$ cat src/rtl/irq_route_pkg.sv
package irq_route_pkg;

    localparam logic [3:0] MODEL_FLAT    = 4'hF;
    localparam logic [3:0] MODEL_CLUSTER = 4'h0;
    localparam logic [2:0] DM_LOWPRI     = 3'd1;
    localparam logic [7:0] DEST_BCAST    = 8'hFF;

    typedef struct packed {
        logic [7:0] phys;
        logic [7:0] logid;
        logic [3:0] model;
    } core_cfg_t;

    typedef enum logic [1:0] {
        SH_NONE   = 2'd0,
        SH_SELF   = 2'd1,
        SH_ALL    = 2'd2,
        SH_OTHERS = 2'd3
    } shorthand_e;

    typedef enum logic {
        ST_IDLE = 1'b0,
        ST_EMIT = 1'b1
    } route_state_e;

endpackage

$ cat src/rtl/irq_core_cfg.sv
module irq_core_cfg
    import irq_route_pkg::*;
#(
    parameter int NCORES = 8,
    localparam int IDXW  = (NCORES > 1) ? $clog2(NCORES) : 1
) (
    input  logic                        clk,
    input  logic                        rst_n,
    input  logic                        we,
    input  logic [IDXW-1:0]             core,
    input  core_cfg_t                   wdata,
    output core_cfg_t [NCORES-1:0]      cfg_o
);

    for (genvar c = 0; c < NCORES; c++) begin : g_entry
        always_ff @(posedge clk) begin
            if (!rst_n) begin
                cfg_o[c].phys  <= 8'(c);
                cfg_o[c].logid <= '0;
                cfg_o[c].model <= MODEL_FLAT;
            end else if (we && (core == IDXW'(c))) begin
                cfg_o[c] <= wdata;
            end
        end
    end

    // a write lands in the addressed entry
    a_r10_cfg_write: assert property (@(posedge clk) disable iff (!rst_n)
        (we && rst_n) |=> (cfg_o[$past(core)] == $past(wdata)));

endmodule

$ cat src/rtl/irq_core_match.sv
module irq_core_match
    import irq_route_pkg::*;
(
    input  core_cfg_t  cfg,
    input  logic [7:0] dest,
    input  logic       logical,
    output logic       hit
);

    logic phys_hit;
    logic flat_hit;
    logic clus_hit;

    always_comb begin
        phys_hit = (dest == DEST_BCAST) || (dest == cfg.phys);
        flat_hit = (cfg.model == MODEL_FLAT) && ((dest & cfg.logid) != 8'h00);
        clus_hit = (cfg.model == MODEL_CLUSTER)
                && (dest[7:4] == cfg.logid[7:4])
                && ((dest[3:0] & cfg.logid[3:0]) != 4'h0);
        hit      = logical ? (flat_hit || clus_hit) : phys_hit;
    end

endmodule

$ cat src/rtl/irq_target_select.sv
module irq_target_select
    import irq_route_pkg::*;
#(
    parameter int NCORES = 8,
    localparam int IDXW  = (NCORES > 1) ? $clog2(NCORES) : 1
) (
    input  logic [NCORES-1:0] decoded,
    input  shorthand_e        sh,
    input  logic [IDXW-1:0]   sender,
    input  logic [2:0]        dmode,
    output logic [NCORES-1:0] mask_o
);

    logic [NCORES-1:0] self_bit;
    logic [NCORES-1:0] picked;

    always_comb begin
        self_bit = '0;
        self_bit[sender] = 1'b1;
        unique case (sh)
            SH_NONE:   picked = decoded;
            SH_SELF:   picked = self_bit;
            SH_ALL:    picked = '1;
            SH_OTHERS: picked = ~self_bit;
            default:   picked = decoded;
        endcase
        if (dmode == DM_LOWPRI) mask_o = picked & (~picked + NCORES'(1));
        else                    mask_o = picked;
    end

endmodule

$ cat src/rtl/msg_irq_router.sv
module msg_irq_router
    import irq_route_pkg::*;
#(
    parameter int NCORES = 8,
    localparam int IDXW  = (NCORES > 1) ? $clog2(NCORES) : 1
) (
    input  logic              clk,
    input  logic              rst_n,
    input  logic              cfg_we,
    input  logic [IDXW-1:0]   cfg_core,
    input  logic [7:0]        cfg_phys_id,
    input  logic [7:0]        cfg_log_id,
    input  logic [3:0]        cfg_model,
    input  logic              req_valid,
    input  logic              req_is_cmd,
    input  logic [IDXW-1:0]   req_sender,
    input  logic [31:0]       req_addr,
    input  logic [31:0]       req_data,
    output logic              out_valid,
    output logic [NCORES-1:0] out_mask,
    output logic [7:0]        out_vector,
    output logic [2:0]        out_dmode,
    output logic              out_trig,
    output logic              out_level,
    output logic              out_no_target
);

    core_cfg_t [NCORES-1:0] cfg_tab;
    core_cfg_t              cfg_wr;
    logic [7:0]             dec_dest;
    logic                   dec_logical;
    shorthand_e             dec_sh;
    logic [NCORES-1:0]      hits;
    logic [NCORES-1:0]      sel_mask;
    route_state_e           state_q, state_d;
    logic                   unused_bits;

    assign cfg_wr = '{phys: cfg_phys_id, logid: cfg_log_id, model: cfg_model};

    irq_core_cfg #(.NCORES(NCORES)) u_cfg (
        .clk   (clk),
        .rst_n (rst_n),
        .we    (cfg_we),
        .core  (cfg_core),
        .wdata (cfg_wr),
        .cfg_o (cfg_tab)
    );

    // Field extraction: message vs command layout
    always_comb begin
        if (req_is_cmd) begin
            dec_dest    = req_addr[31:24];
            dec_logical = req_data[11];
            dec_sh      = shorthand_e'(req_data[19:18]);
        end else begin
            dec_dest    = req_addr[19:12];
            dec_logical = req_addr[2];
            dec_sh      = SH_NONE;
        end
    end

    assign unused_bits = ^{req_addr[23:20], req_addr[11:3], req_addr[1:0],
                           req_data[31:20], req_data[17:16], req_data[13:12]};

    for (genvar c = 0; c < NCORES; c++) begin : g_match
        irq_core_match u_match (
            .cfg     (cfg_tab[c]),
            .dest    (dec_dest),
            .logical (dec_logical),
            .hit     (hits[c])
        );
    end

    irq_target_select #(.NCORES(NCORES)) u_sel (
        .decoded (hits),
        .sh      (dec_sh),
        .sender  (req_sender),
        .dmode   (req_data[10:8]),
        .mask_o  (sel_mask)
    );

    // State register
    always_ff @(posedge clk) begin
        if (!rst_n) state_q <= ST_IDLE;
        else        state_q <= state_d;
    end

    // Next state: T_ACCEPT / T_WAIT from idle, T_CHAIN / T_DONE from emit
    always_comb begin
        state_d = state_q;
        unique case (state_q)
            ST_IDLE: state_d = req_valid ? ST_EMIT : ST_IDLE;
            ST_EMIT: state_d = req_valid ? ST_EMIT : ST_IDLE;
            default: state_d = ST_IDLE;
        endcase
    end

    assign out_valid = (state_q == ST_EMIT);

    // Result register
    always_ff @(posedge clk) begin
        if (!rst_n) begin
            out_mask      <= '0;
            out_vector    <= '0;
            out_dmode     <= '0;
            out_trig      <= 1'b0;
            out_level     <= 1'b0;
            out_no_target <= 1'b0;
        end else if (req_valid) begin
            out_mask      <= sel_mask;
            out_vector    <= req_data[7:0];
            out_dmode     <= req_data[10:8];
            out_trig      <= req_data[15];
            out_level     <= req_data[14];
            out_no_target <= (sel_mask == '0);
        end
    end

    // each request yields a valid pulse next cycle
    a_r8_valid_follows: assert property (@(posedge clk) disable iff (!rst_n)
        req_valid |=> out_valid);

    // no pulse without a request
    a_r8_no_spurious: assert property (@(posedge clk) disable iff (!rst_n)
        !req_valid |=> !out_valid);

    // lowest-priority result has at most one target
    a_r7_lowpri_single: assert property (@(posedge clk) disable iff (!rst_n)
        (out_valid && out_dmode == DM_LOWPRI) |-> $onehot0(out_mask));

    // all-but-self never includes the sender
    a_r6_self_excluded: assert property (@(posedge clk) disable iff (!rst_n)
        (req_valid && req_is_cmd && req_data[19:18] == 2'd3)
        |=> (out_mask[$past(req_sender)] == 1'b0));

    // physical broadcast reaches every core
    a_r3_phys_bcast: assert property (@(posedge clk) disable iff (!rst_n)
        (req_valid && !req_is_cmd && !req_addr[2] && req_addr[19:12] == 8'hFF
         && req_data[10:8] != DM_LOWPRI) |=> (&out_mask));

endmodule

$ cat config.mk
export PLATFORM = sky130hd
export DESIGN_NAME = msg_irq_router
export DESIGN_NICKNAME = d
export VERILOG_FILES = /design/src/rtl/irq_route_pkg.sv /design/src/rtl/irq_core_cfg.sv /design/src/rtl/irq_core_match.sv /design/src/rtl/irq_target_select.sv /design/src/rtl/msg_irq_router.sv
export SDC_FILE = /design/constraint.sdc
export NUM_CORES = 1
export LEC_CHECK = 0
export BUFFER_PORTS_ARGS = -buffer_cell sky130_fd_sc_hd__buf_4
export CAP_MARGIN = 20
export CORE_MARGIN = 3
export CORE_UTILIZATION = 35
export DETAILED_ROUTE_END_ITERATION = 6
export PLACE_DENSITY = 0.57
export SLEW_MARGIN = 0
export SYNTH_ARGS = -nofsm -noshare
export SYNTH_HDL_FRONTEND = slang
export SYNTH_SLANG_ARGS = --single-unit
$ cat constraint.sdc
create_clock -name clk -period 3.3 [get_ports clk]
set_input_delay 0.495 -clock clk [delete_from_list [all_inputs] [get_ports clk]]
set_output_delay 0.495 -clock clk [all_outputs]
set_load 0.01 [all_outputs]
======== Word-level counts from Yosys, hierarchy flattened ========
Index checks and enable logic that the tools add are counted.
word-level totals
  memories kept ........................... 0
  output and inout bits ................... 23
  logic and storage cells ................. 181
  bits in writable memories ............... 0
  input port bits ......................... 95
  latch bits .............................. 0
  register bits after elaboration ......... 183
  bits in read-only memories .............. 0
cells by class
  reduce and logical (&&, ||, !) cells .... 76
  $lt $le $gt $ge ......................... 2
  add/subtract/negate cells ............... 1
  eq/ne operators ......................... 36
  mux-type cells .......................... 16
  shift operators ......................... 0
  bitwise operators ....................... 19
  div/mod/pow operators ................... 0
  multipliers ............................. 0
operators by type and width
  kind                                                                                  count
  8-bit bitwise AND                                                                     9
  8-bit == test                                                                         8
  8-bit nonzero test                                                                    8
  1-bit logical AND                                                                     33
  4-bit bitwise AND                                                                     8
  4-bit == test                                                                         8
  4-bit == test (second input constant)                                                 8
  4-bit zero test                                                                       8
  8-bit case mux with 4 select lines                                                    1
  4-bit nonzero test                                                                    8
  1-bit logical OR                                                                      16
  8-bit two-way mux                                                                     2
  8-bit inverter                                                                        2
  3-bit == test (second input constant)                                                 4
  1-bit two-way mux                                                                     11
  8-bit by 1-bit adder with 8-bit output (second input constant)                        1
  8-bit == test (second input constant)                                                 1
  8-bit zero test                                                                       1
  3-bit by 1-bit == test with 1-bit output (second input constant)                      2
  3-bit by 2-bit == test with 1-bit output (second input constant)                      2
  2-bit == test (second input constant)                                                 2
  3-bit by 4-bit less-than comparator with 1-bit output (second input constant)         1
  1-bit demux with 3-bit select                                                         1
  3-bit by 1-bit greater-or-equal comparator with 1-bit output (second input constant)  1
  other kinds (4)                                                                       4

======== Longest topological paths before layout ========
Gate-level depths: netlist (run 1).
  depth after elaboration ................. 12
  mapped depth ............................ 12
  gate-level depth less buffers ........... 11

======== Cells and area by module ========
Synthesis (run 1) repeated with hierarchy kept, for this count alone.
unflattened totals
  cells, all modules ...................... 913
  area, all modules ....................... 9113.7 um^2
modules (own cells, without submodules)
  module             sequential area each (um^2)  times used  cells an instance  area an instance (um^2)
  irq_core_cfg       3203.1                       1           557                5944.5
  irq_core_match     0.0                          8           28                 225.2
  msg_irq_router     460.4                        1           87                 1019.7
  irq_target_select  0.0                          1           45                 347.8

======== Worst setup path after synthesis (run 1) ========
No wires, ideal clock.
  path type ............................... input to register
  from .................................... input port req_is_cmd
  to ...................................... register out_mask[1]
  path buffers ............................ 1
  required time ........................... 3183 ps
  stages on the path ...................... 12
  library setup time ...................... 117 ps
  arrival ................................. 3014 ps
  slack ................................... 169 ps
  cell sequence ........................... buf_6 mux2i_2 inv_1 ha_1 nor4_1 nand2_1 a221oi_1 a211oi_2 a21oi_2 nand3_1 a31oi_1 nor2b_1
on the way
  longest elaborated chain between the ends .. 11
  elaborated cells on any way between the ends .. 37
  those cells by class .................... add/sub (1); eq/ne (8); mux (7); bitwise (6); reduce/logical (15)
ends and longest elaborated chain
  element                                     line                                        source
  start: declaration                          msg_irq_router.sv:15                        input logic req_is_cmd,
  8-bit two-way mux                           msg_irq_router.sv:51                        if (req_is_cmd) begin
  8-bit bitwise AND (tied with other cells)   irq_core_match.sv:16                        flat_hit = (cfg.model == MODEL_FLAT) && ((dest & cfg.logid) != 8'h00);
  8-bit nonzero test (tied with other cells)  irq_core_match.sv:16
  1-bit logical AND (on tied branches)        irq_core_match.sv:16, irq_core_match.sv:19
  1-bit logical OR                            irq_core_match.sv:20                        hit = logical ? (flat_hit || clus_hit) : phys_hit;
  1-bit two-way mux                           irq_core_match.sv:20
  8-bit case mux with 4 select lines (*)      irq_target_select.sv:20                     unique case (sh)
  8-bit inverter                              irq_target_select.sv:27                     if (dmode == DM_LOWPRI) mask_o = picked & (~picked + NCORES'(1));
  8-bit by 1-bit adder with 8-bit output      irq_target_select.sv:27
  8-bit bitwise AND                           irq_target_select.sv:27
  8-bit two-way mux (*)                       irq_target_select.sv:27
  end signal: assignment                      msg_irq_router.sv:110                       out_mask <= sel_mask;
  end: declaration                            msg_irq_router.sv:20                        output logic [NCORES-1:0] out_mask,
Every way passes the cells marked *; elsewhere a longest branch is shown, timed or not.
A chain may end at the register's enable or synchronous reset.

======== Worst setup path in the final report (run 1) ========
  from .................................... input port req_is_cmd
  to ...................................... register out_mask[3]
Same word-level chain as after synthesis.

==> impl_metrics.yaml, run 1 <==
cells_and_area:
  syn_to_final_growth_pct: 16.6
  final_layout_size_suffix_gt1_share_pct: 14.9
  final_net_count: 1282
  finalInstanceArea_sq_um: 10600
  utilization_pct: 41.8
  filler_cell_count: 2572
  insertedDiodeCount: 0
timing:
  report.final.setup_viol: 0
  tightest_slew_ns: 0.950
  clock_skew_ns: 0.00702
  final-hold-violation-count: 0
  fin_worst_hold_slack_ns: 0.324
  final_max_slew_viol_count: 0
  post_route_minimum_period_ns: 2.93
  layout_worst_path_cycle_share_pct: 88.7
  fmax_mhz: 342
  rsz0062_at_grt: "no"
  worst_slew_margin_rel_pct: 36.0
global_route:
  grt_antenna_before_repair: 0
  globalRoute.totalOverflow: 0
  grt_pass1_wl_microns: 41100
  grt_pass1_vias: 7282
  grt_max_degree: 89
  grtUsageTotal_pct: 18.4
clocking:
  cts-hold-fix-buffers: 0
  htree_levels: 4
  clk-insertion-delay-late_ns: 0.43
  cts_inserted_buffers: 17
  tritoncts: "done"
  cts-root-to-sink-buffers: 2
  clock_sink_count: 183
  cts_resized: 0
  clkTransAtPathRegs_ns: 0.07
  cts.repair_timing.setup_buffer_count: 0
  clock-root-buffer: "clkbuf_16"
status:
  outcome: "complete, no violations"
detailed_routing:
  dr.pass1.iters: 5
  initialDrtViolationCount: 581
  wirelength_microns: 25700
  wire_per_inst_microns: 17.2
  drc: 0
  routed-via-count: 7642
  final_antenna_net_count: 0
  drt-vias-per-instance: 5.10
synth:
  seq_total_area_yosys_pct: 40.3
  postSynth.asyncResetShare_pct: 0
  area_of_the_mapped_netlist_sq_um: 9090
  synth.lib_cells_used.distinct: 53
  synth_largest_area_cell: "dfxtp_1"
  synthTopCellsByArea: "dfxtp_1 40%, nand2_1 14%, a21boi_0 9.6%"
  syn_inst: 1100
  synth_top_cell_area_share_pct: 40.3
  ys_dominant_reg_cell: "dfxtp_1"
  synth_edf_count: 0
  synthesis.yosys.warnings: 0
  yosys_register_bits: 183
  avg_cell_area_syn_sq_um: 8.26
  synth_nets: 1227
die:
  design.die.area_sq_um: 27900
  rows: 58
  fp.dieW_microns: 167
  coreArea_sq_um: 25300
  num_io_pins: 118
  dieHeight_microns: 167
  initial_core_util_pct: 35.9
critical_path:
  cp.arrival_ns: 3.25
  worst_r2r_path_depth: 9
  critical_path.endpoint_type: "flip-flop"
  biggest_fanout_along_the_worst_timing_path: 8
  cp-endpoint: "out_mask[3]"
  setup.reg_to_reg.worst_slack_ns: 0.94
  timing.rr.start: "u_cfg.cfg_o[149]"
  setup.worst_path.start_class: "input port"
  r2r-end: "out_mask[7]"
  worstPathRequired_ns: 3.62
  timing.setup.critical_path_class: "in -> reg"
  setup.worst_path.start: "req_is_cmd"
placement:
  gp_congestion: 0.820
  buffers_on_ports: 86
  dpl_cell_area_sq_um: 10000
  place_hpwl_microns: 17500
hold_path:
  timing.hold.worst.class: "in -> reg"
  hold_path_startpoint: "req_data[0]"
pwr:
  power.leakage_uw: 0.00406
  max-vdd-ir-drop_mv: 0.258
  finalPower_uw: 5000
  cellPowerDensity_nw_per_um2: 472
job:
  drv.max_cap_violation_count: 0
## layer usage
layer / share of wire, % / vias up / global-route usage (%)
met5: 0 / - / 0
met1: 51 / 3567 / 28.0
li1: - / 3831 / -
met2: 42 / 219 / 27.1
met3: 5.8 / 25 / 3.19
met4: 1.3 / 0 / 4.27
## Yosys cell counts (all sizes together) (3+ instances only)
| master | count |
|---|---|
| a31oi | 4 |
| a21oi | 11 |
| nor3 | 7 |
| nor2b | 22 |
| o21ai | 17 |
| xnor2 | 56 |
| nand2b | 3 |
| inv | 6 |
| nor4 | 37 |
| clkbuf | 63 |
| buf | 21 |
| nand4b | 3 |
| nand3 | 52 |
| nand3b | 5 |
| a221oi | 4 |
| a211oi | 6 |
| and2 | 3 |
| ha | 32 |
| a21boi | 117 |
| xor2 | 16 |
| nor2 | 12 |
| dfxtp | 183 |
| nand4 | 13 |
| mux2 | 5 |
| a22oi | 17 |
| nand2 | 347 |
| mux2i | 21 |
## worst min-delay path by stage
stage | end | slack [ns] | cells past startpoint
after floorplan | u_cfg.cfg_o[105] | 0.44 | 2
final | out_vector[0] | 0.32 | 3
after global routing | out_level | 0.32 | 3
after detailed placement | u_cfg.cfg_o[47] | 0.46 | 2
after CTS | out_level | 0.31 | 3
after global placement | u_cfg.cfg_o[105] | 0.45 | 2
## metrics by stage
| step | instances | setup TNS, ns | worst slack, ns |
|---|---|---|---|
| 3_3_place_gp | 1466 | -0.00817 | -0.00817 |
| 3_5_place_dp | 1466 | -0.159 | -0.0410 |
| 2_1_floorplan | 1100 | 0 | 0.169 |
| 6_report | 1498 | 0 | 0.373 |
| 5_1_grt | 1498 | 0 | 0.118 |
| 4_1_cts | 1498 | 0 | 0.415 |
## state kept, by name, summed over array words and instances (netlist names)
name,flops
out_vector,8
out_dmode,3
out_valid,1
out_level,1
out_trig,1
out_no_target,1
u_cfg.cfg_o,160
out_mask,8
## cell type report
cell class / count / area (sq um) / area share [%]
Inverter: 6 / 22.5 / 0.213
Sequential cell: 183 / 3660 / 34.6
Timing Repair Buffer: 120 / 913 / 8.62
Clock inverter: 14 / 134 / 1.26
Tap cell: 330 / 413 / 3.90
Clock buffer: 18 / 439 / 4.15
Multi-Input combinational cell: 827 / 5010 / 47.3
## layout by cell type (no fill, tap or decap), drive strengths merged, types with 2 or more instances in the layout
cell type	Yosys	layout
a211oi	6	6
a21boi	117	117
a21oi	11	11
a221oi	4	4
a22oi	17	17
a31oi	4	4
and2	3	3
and3	2	2
and4	2	2
buf	21	120
clkbuf	63	18
clkinv	0	3
clkinvlp	0	3
dfxtp	183	183
ha	32	32
inv	6	14
mux2	5	5
mux2i	21	21
nand2	347	347
nand2b	3	3
nand3	52	52
nand3b	5	5
nand4	13	13
nand4b	3	3
nor2	12	12
nor2b	22	22
nor3	7	7
nor4	37	37
nor4bb	2	2
o211ai	2	2
o21ai	17	17
o31ai	2	2
o41ai	2	2
xnor2	56	56
xor2	16	16
## power breakdown
| part | leakage (uW) | internal (uW) | total, uW | switching, uW |
|---|---|---|---|---|
| Combinational | 0.00230 | 291 | 695 | 404 |
| Sequential | 0.00149 | 2270 | 2310 | 38.4 |
| Clock | 0.000273 | 1020 | 1990 | 974 |
| Total | 0.00406 | 3590 | 5000 | 1420 |
## worst max-delay path, cell delays in order
cell      delay (ns)
buf_4           0.17
mux2i_2         0.32
inv_1           0.26
buf_4           0.22
ha_1            0.26
nor4_1          0.33
nand2_1         0.09
a221oi_1        0.32
a211oi_2        0.09
a21oi_2         0.33
nor3_1          0.11
o211ai_1        0.19
nand2_1         0.06
## cell families (layout without fill, tap and decap cells)
logic type,Yosys count,after routing,share of synthesized area [%]
flops,183,183,40.3
simple gates,513,513,25.1
fa+ha+maj,32,32,4.41
compound gates,184,184,14.8
mux,26,26,3.68
buf+inv,90,158,4.69
xor+xnor,72,72,6.94
No activity file was read; power rests on OpenSTA's default activity.
==> run 2: changes to the inputs <==
--- a/config.mk
+++ b/config.mk
@@ -8,9 +8,9 @@
 export BUFFER_PORTS_ARGS = -buffer_cell sky130_fd_sc_hd__buf_4
 export CAP_MARGIN = 20
 export CORE_MARGIN = 3
-export CORE_UTILIZATION = 35
+export CORE_UTILIZATION = 26
 export DETAILED_ROUTE_END_ITERATION = 6
-export PLACE_DENSITY = 0.57
+export PLACE_DENSITY = 0.46
 export SLEW_MARGIN = 0
 export SYNTH_ARGS = -nofsm -noshare
 export SYNTH_HDL_FRONTEND = slang
==> run 2 against run 1 <==
Compared with the run above:
- first-iteration DRC count decreased by 9.8%
- flip-flop and latch count stayed put
- core utilization down 9.9 points
- hold slack lost 0.015 ns
- count of clock-buffer cells in the layout up 1
- setup slack better by 0.020 ns
- clock power is 4% higher
- sequential share of layout area down 0.77 points
- critical path depth rose by 1
- largest power group unchanged
- global-route usage fell by 3.2 points
==> impl_metrics.yaml, run 2 (same netlist as run 1, synthesis figures left out) <==
status:
  outcome: "complete, no violations"
critical_path:
  setup.reg_to_reg.worst_slack_ns: 0.93
  worstPathRequired_ns: 3.64
  timing.rr.start: "u_cfg.cfg_o[9]"
  timing.setup.critical_path_class: "in -> reg"
  setup.worst_path.start_class: "input port"
  critical_path.endpoint_type: "flip-flop"
  worst_r2r_path_depth: 11
  biggest_fanout_along_the_worst_timing_path: 7
  cp.arrival_ns: 3.24
  r2r-end: "out_mask[1]"
placement:
  place_hpwl_microns: 19100
  buffers_on_ports: 86
  gp_congestion: 0.769
  numPlacedInstances: 1591
detailed_routing:
  drc: 0
  wire_per_inst_microns: 17.4
  initialDrtViolationCount: 524
  dr.pass1.iters: 4
  routed-via-count: 7631
  wirelength_microns: 28200
  final_antenna_net_count: 0
  drt-vias-per-instance: 4.70
clocking:
  cts-hold-fix-buffers: 0
  clk-insertion-delay-late_ns: 0.45
  cts.repair_timing.setup_buffer_count: 0
  clock-root-buffer: "clkbuf_16"
  cts_inserted_buffers: 17
  clock_sink_count: 183
  tritoncts: "done"
  htree_levels: 4
  clkTransAtPathRegs_ns: 0.08
  cts-root-to-sink-buffers: 2
  cts_resized: 0
global_route:
  grt_max_degree: 101
  grtUsageTotal_pct: 15.2
  grt_pass1_vias: 7242
  grt_pass1_wl_microns: 43400
  grt_antenna_before_repair: 0
  globalRoute.totalOverflow: 0
cells_and_area:
  syn_to_final_growth_pct: 19.2
  filler_cell_count: 3575
  insertedDiodeCount: 0
  largest_register_ff_count: 160
  commonest_cells_after_routing_fill_and_taps_aside: "347 x nand2_1, 183 x dfxtp_1, 124 x buf_4, 116 x a21boi_0, 56 x xnor2_1"
  largestRegisters: "u_cfg.cfg_o (160), out_mask (8), out_vector (8)"
  final_layout_size_suffix_gt1_share_pct: 15.4
  fin_cells: 1623
  layout_commonest_cell: "nand2_1"
  final_net_count: 1289
  multi_input_area_sq_um: 5010
  top_register: "u_cfg.cfg_o"
  seqCellArea_sq_um: 3660
timing:
  clock_skew_ns: 0.0123
  rsz0062_at_grt: "no"
  tightest_slew_ns: 0.989
  fmax_mhz: 344
  report.final.setup_viol: 0
  post_route_minimum_period_ns: 2.91
  layout_worst_path_cycle_share_pct: 88.1
  final-hold-violation-count: 0
  final_max_slew_viol_count: 0
  worst_slew_margin_rel_pct: 33.4
job:
  drv.max_cap_violation_count: 0
die:
  dieHeight_microns: 193
  fp.dieW_microns: 193
  coreArea_sq_um: 34000
  num_io_pins: 118
  rows: 67
  design.die.area_sq_um: 37200
  initial_core_util_pct: 26.8
hold_path:
  hold_end: "out_vector[7]"
  timing.hold.worst.class: "in -> reg"
  worst_hold_path.num_cells: 3
  hold_path_startpoint: "req_data[7]"
pwr:
  max-vdd-ir-drop_mv: 0.369
  power.leakage_uw: 0.00411
  finalPower_uw: 5090
  cellPowerDensity_nw_per_um2: 470
==> run 2: area by class of cell <==
cell class	count	share of cell area (%)
sequential	183	33.8
inverter	6	0.208
clock buffer	19	4.18
timing repair buffer	127	9.15
multi-input combinational	827	46.2
clock inverter	13	1.26
tap	448	5.17
==> run 2: routing by layer <==
| layer | GRT usage [%] | routed length (microns) |
|---|---|---|
| met1 | 23.1 | 15000 |
| met2 | 22.8 | 11700 |
| met3 | 2.02 | 1240 |
| met4 | 3.50 | 255 |
| met5 | 0 | 0 |
==> run 2: stage by stage <==
step | cell area (sq um) | TNS [ns] | utilization (%) | hold WS [ns] | setup slack, ns
detailed placement | 10200 | -0.239 | 30.2 | 0.458 | -0.0906
floorplan | 9090 | 0 | - | 0.443 | 0.169
finish | 10800 | 0 | 31.9 | 0.309 | 0.393
global placement | 10200 | -0.181 | 30.2 | 0.451 | -0.0699
global route | 10800 | 0 | 31.9 | 0.316 | 0.146
CTS | 10800 | 0 | 31.9 | 0.295 | 0.381
==> run 2: worst max-delay path, stage by stage <==
cell      delay, ns
buf_4          0.17
mux2i_2        0.33
inv_1          0.25
ha_1           0.34
nor4_1         0.34
buf_4          0.17
nand2_1        0.04
a221oi_1       0.29
a211oi_2       0.09
a21oi_2        0.26
buf_4          0.17
nand3_1        0.07
a31oi_1        0.17
nor2b_1        0.06
==> run 2: how the worst max path moves through the flow <==
| stage | slack, ns | from | depth (start not counted) | to |
|---|---|---|---|---|
| after floorplan | 0.17 | req_is_cmd | 12 | out_mask[1] |
| after global placement | -0.07 | req_is_cmd | 14 | out_mask[1] |
| after detailed placement | -0.09 | req_is_cmd | 14 | out_mask[1] |
| after CTS | 0.38 | req_is_cmd | 14 | out_mask[1] |
| after global routing | 0.15 | req_is_cmd | 14 | out_mask[1] |
| final | 0.39 | req_is_cmd | 14 | out_mask[1] |
==> run 2: where the power goes <==
group	switching [uW]	total [uW]	internal [uW]
clock	1020	2060	1040
sequential	38.6	2310	2270
combinational	418	721	303
==> run 3: changes to the inputs <==
--- a/config.mk
+++ b/config.mk
@@ -7,10 +7,12 @@
 export LEC_CHECK = 0
 export BUFFER_PORTS_ARGS = -buffer_cell sky130_fd_sc_hd__buf_4
 export CAP_MARGIN = 20
+export CELL_PAD_IN_SITES_DETAIL_PLACEMENT = 0
+export CELL_PAD_IN_SITES_GLOBAL_PLACEMENT = 2
 export CORE_MARGIN = 3
 export CORE_UTILIZATION = 26
 export DETAILED_ROUTE_END_ITERATION = 6
-export PLACE_DENSITY = 0.46
+export PLACE_DENSITY = 0.67
 export SLEW_MARGIN = 0
 export SYNTH_ARGS = -nofsm -noshare
 export SYNTH_HDL_FRONTEND = slang
==> run 3 against run 2 <==
Compared with the run above:
- via count down 1.3%
- highest routed layer unchanged
- first-iteration DRC count is 11% lower
- sequential power is essentially flat
- critical endpoint is now out_mask[7]
- total power rose by 4.0%
- setup slack got worse by 0.034 ns
- die area unchanged
- combinational power hardly changed
- clock power up 9.7%
- global-route usage rose by 0.59 points
- cell count barely moved
==> impl_metrics.yaml, run 3 (same netlist as run 1, synthesis figures left out) <==
pwr:
  max-vdd-ir-drop_mv: 0.340
  power.leakage_uw: 0.00413
  cellPowerDensity_nw_per_um2: 487
  finalPower_uw: 5290
detailed_routing:
  dr.pass1.iters: 5
  drc: 0
  wirelength_microns: 28900
  wire_per_inst_microns: 17.8
  routed-via-count: 7530
  drt-vias-per-instance: 4.64
  initialDrtViolationCount: 466
  final_antenna_net_count: 0
timing:
  final-hold-violation-count: 0
  worst_slew_margin_rel_pct: 30.7
  final_max_slew_viol_count: 0
  fmax_mhz: 340
  tightest_slew_ns: 1.03
  fin_worst_hold_slack_ns: 0.319
  rsz0062_at_grt: "no"
  post_route_minimum_period_ns: 2.94
  layout_worst_path_cycle_share_pct: 89.1
  report.final.setup_viol: 0
  clock_skew_ns: 0.00892
global_route:
  grt_max_degree: 124
  grt_pass1_wl_microns: 44600
  grt_antenna_before_repair: 0
  grtUsageTotal_pct: 15.8
  globalRoute.totalOverflow: 0
  grt_pass1_vias: 7341
cells_and_area:
  final_net_count: 1288
  fin_cells: 1622
  commonest_cells_after_routing_fill_and_taps_aside: "347 x nand2_1, 183 x dfxtp_1, 124 x buf_4, 116 x a21boi_0, 56 x xnor2_1"
  largest_register_ff_count: 160
  insertedDiodeCount: 0
  final_layout_size_suffix_gt1_share_pct: 15.3
  top_register: "u_cfg.cfg_o"
  utilization_pct: 32.0
  syn_to_final_growth_pct: 19.6
  largestRegisters: "u_cfg.cfg_o (160), out_mask (8), out_vector (8)"
  layout_commonest_cell: "nand2_1"
critical_path:
  biggest_fanout_along_the_worst_timing_path: 9
  worstPathRequired_ns: 3.62
  critical_path.endpoint_type: "flip-flop"
  path_buf_inv: 3
  timing.setup.critical_path_class: "in -> reg"
  critical_path.slowest_cell: "a32o_1"
  worst_path_largest_cell_delay_ns: 0.40
  timing.critical_path.mode_cell: "buf_4"
  setup.worst_path.start_class: "input port"
  cp_top_family: "compound AO/OA/AOI/OAI gates"
  cp.arrival_ns: 3.26
  cp_cell_sequence: "buf_4 -> mux2i_2 -> inv_1 -> ha_1 -> o41ai_1 -> buf_4 -> nand2_1 -> a221oi_1 -> o21ai_0 -> a32o_1 -> a31oi_1 -> o21ai_1"
die:
  coreArea_sq_um: 34000
  initial_core_util_pct: 26.8
  rows: 67
  fp.dieW_microns: 193
  num_io_pins: 118
  dieHeight_microns: 193
  design.die.area_sq_um: 37200
clocking:
  clkTransAtPathRegs_ns: 0.07
  cts_resized: 0
  cts-root-to-sink-buffers: 2
  cts-hold-fix-buffers: 0
  tritoncts: "done"
  clock_sink_count: 183
  clock-root-buffer: "clkbuf_16"
  clk-insertion-delay-late_ns: 0.44
  cts_inserted_buffers: 17
  htree_levels: 4
  cts.repair_timing.setup_buffer_count: 0
placement:
  buffers_on_ports: 86
  numPlacedInstances: 1590
  gp_congestion: 0.742
  place_hpwl_microns: 19500
job:
  drv.max_cap_violation_count: 0
status:
  outcome: "complete, no violations"
hold_path:
  timing.hold.worst.class: "in -> reg"
==> run 3: cell types whose count changed in the layout (fill, tap and decap cells not counted), moves of 2 or more <==
cell       previous run  this run
bufinv_16             0         4
clkinv_8              2         0
inv_6                 0         3
inv_8                 4         0
==> run 3: routing by layer <==
layer  global-route usage (%)  up-vias  part of all wire [%]  routed length (microns)
met3                     2.86       17                   5.5                     1590
met5                        0        -                     0                        0
met4                     3.09        0                  0.82                      236
met1                     23.3     3514                    51                    14700
met2                     24.3      168                    43                    12400
li1                         -     3831                     -                        -
==> run 3: worst paths after layout <==
check	to	from	slack, ns	cells past startpoint
setup / recovery	out_mask[7]	req_is_cmd	0.36	12
hold / removal	out_vector[7]	req_data[7]	0.32	3
setup reg to reg	out_mask[7]	u_cfg.cfg_o[149]	0.95	9
hold reg to reg	u_cfg.cfg_o[66]	u_cfg.cfg_o[66]	0.47	2
==> run 3: stage by stage <==
stage               setup WS, ns  TNS, ns  cell area [sq um]
floorplan                  0.169        0               9090
global route               0.184        0              10900
CTS                        0.356        0              10900
global placement         -0.0486  -0.0682              10200
finish                     0.359        0              10900
detailed placement       -0.0984   -0.125              10200
==> run 3: worst reg2reg max path, stage by stage, from the launching register on <==
cell,delay [ns]
dfxtp_1,0.31
ha_1,0.19
o41ai_1,0.35
buf_4,0.17
nand2_1,0.04
a221oi_1,0.23
o21ai_0,0.29
a32o_1,0.40
a31oi_1,0.17
o21ai_1,0.08
==> run 3: area by class of cell <==
type / instances / area [sq um]
clock buffer: 19 / 453
clock inverter: 13 / 194
fill: 3612 / 23100
inverter: 6 / 22.5
multi-input combinational: 827 / 5010
sequential: 183 / 3660
tap: 448 / 561
timing repair buffer: 126 / 971
==> run 3: power breakdown <==
group / switching (uW) / total, uW / internal, uW
Clock: 943 / 2260 / 1320
Sequential: 39.2 / 2310 / 2270
Combinational: 416 / 718 / 302
Total: 1400 / 5290 / 3900
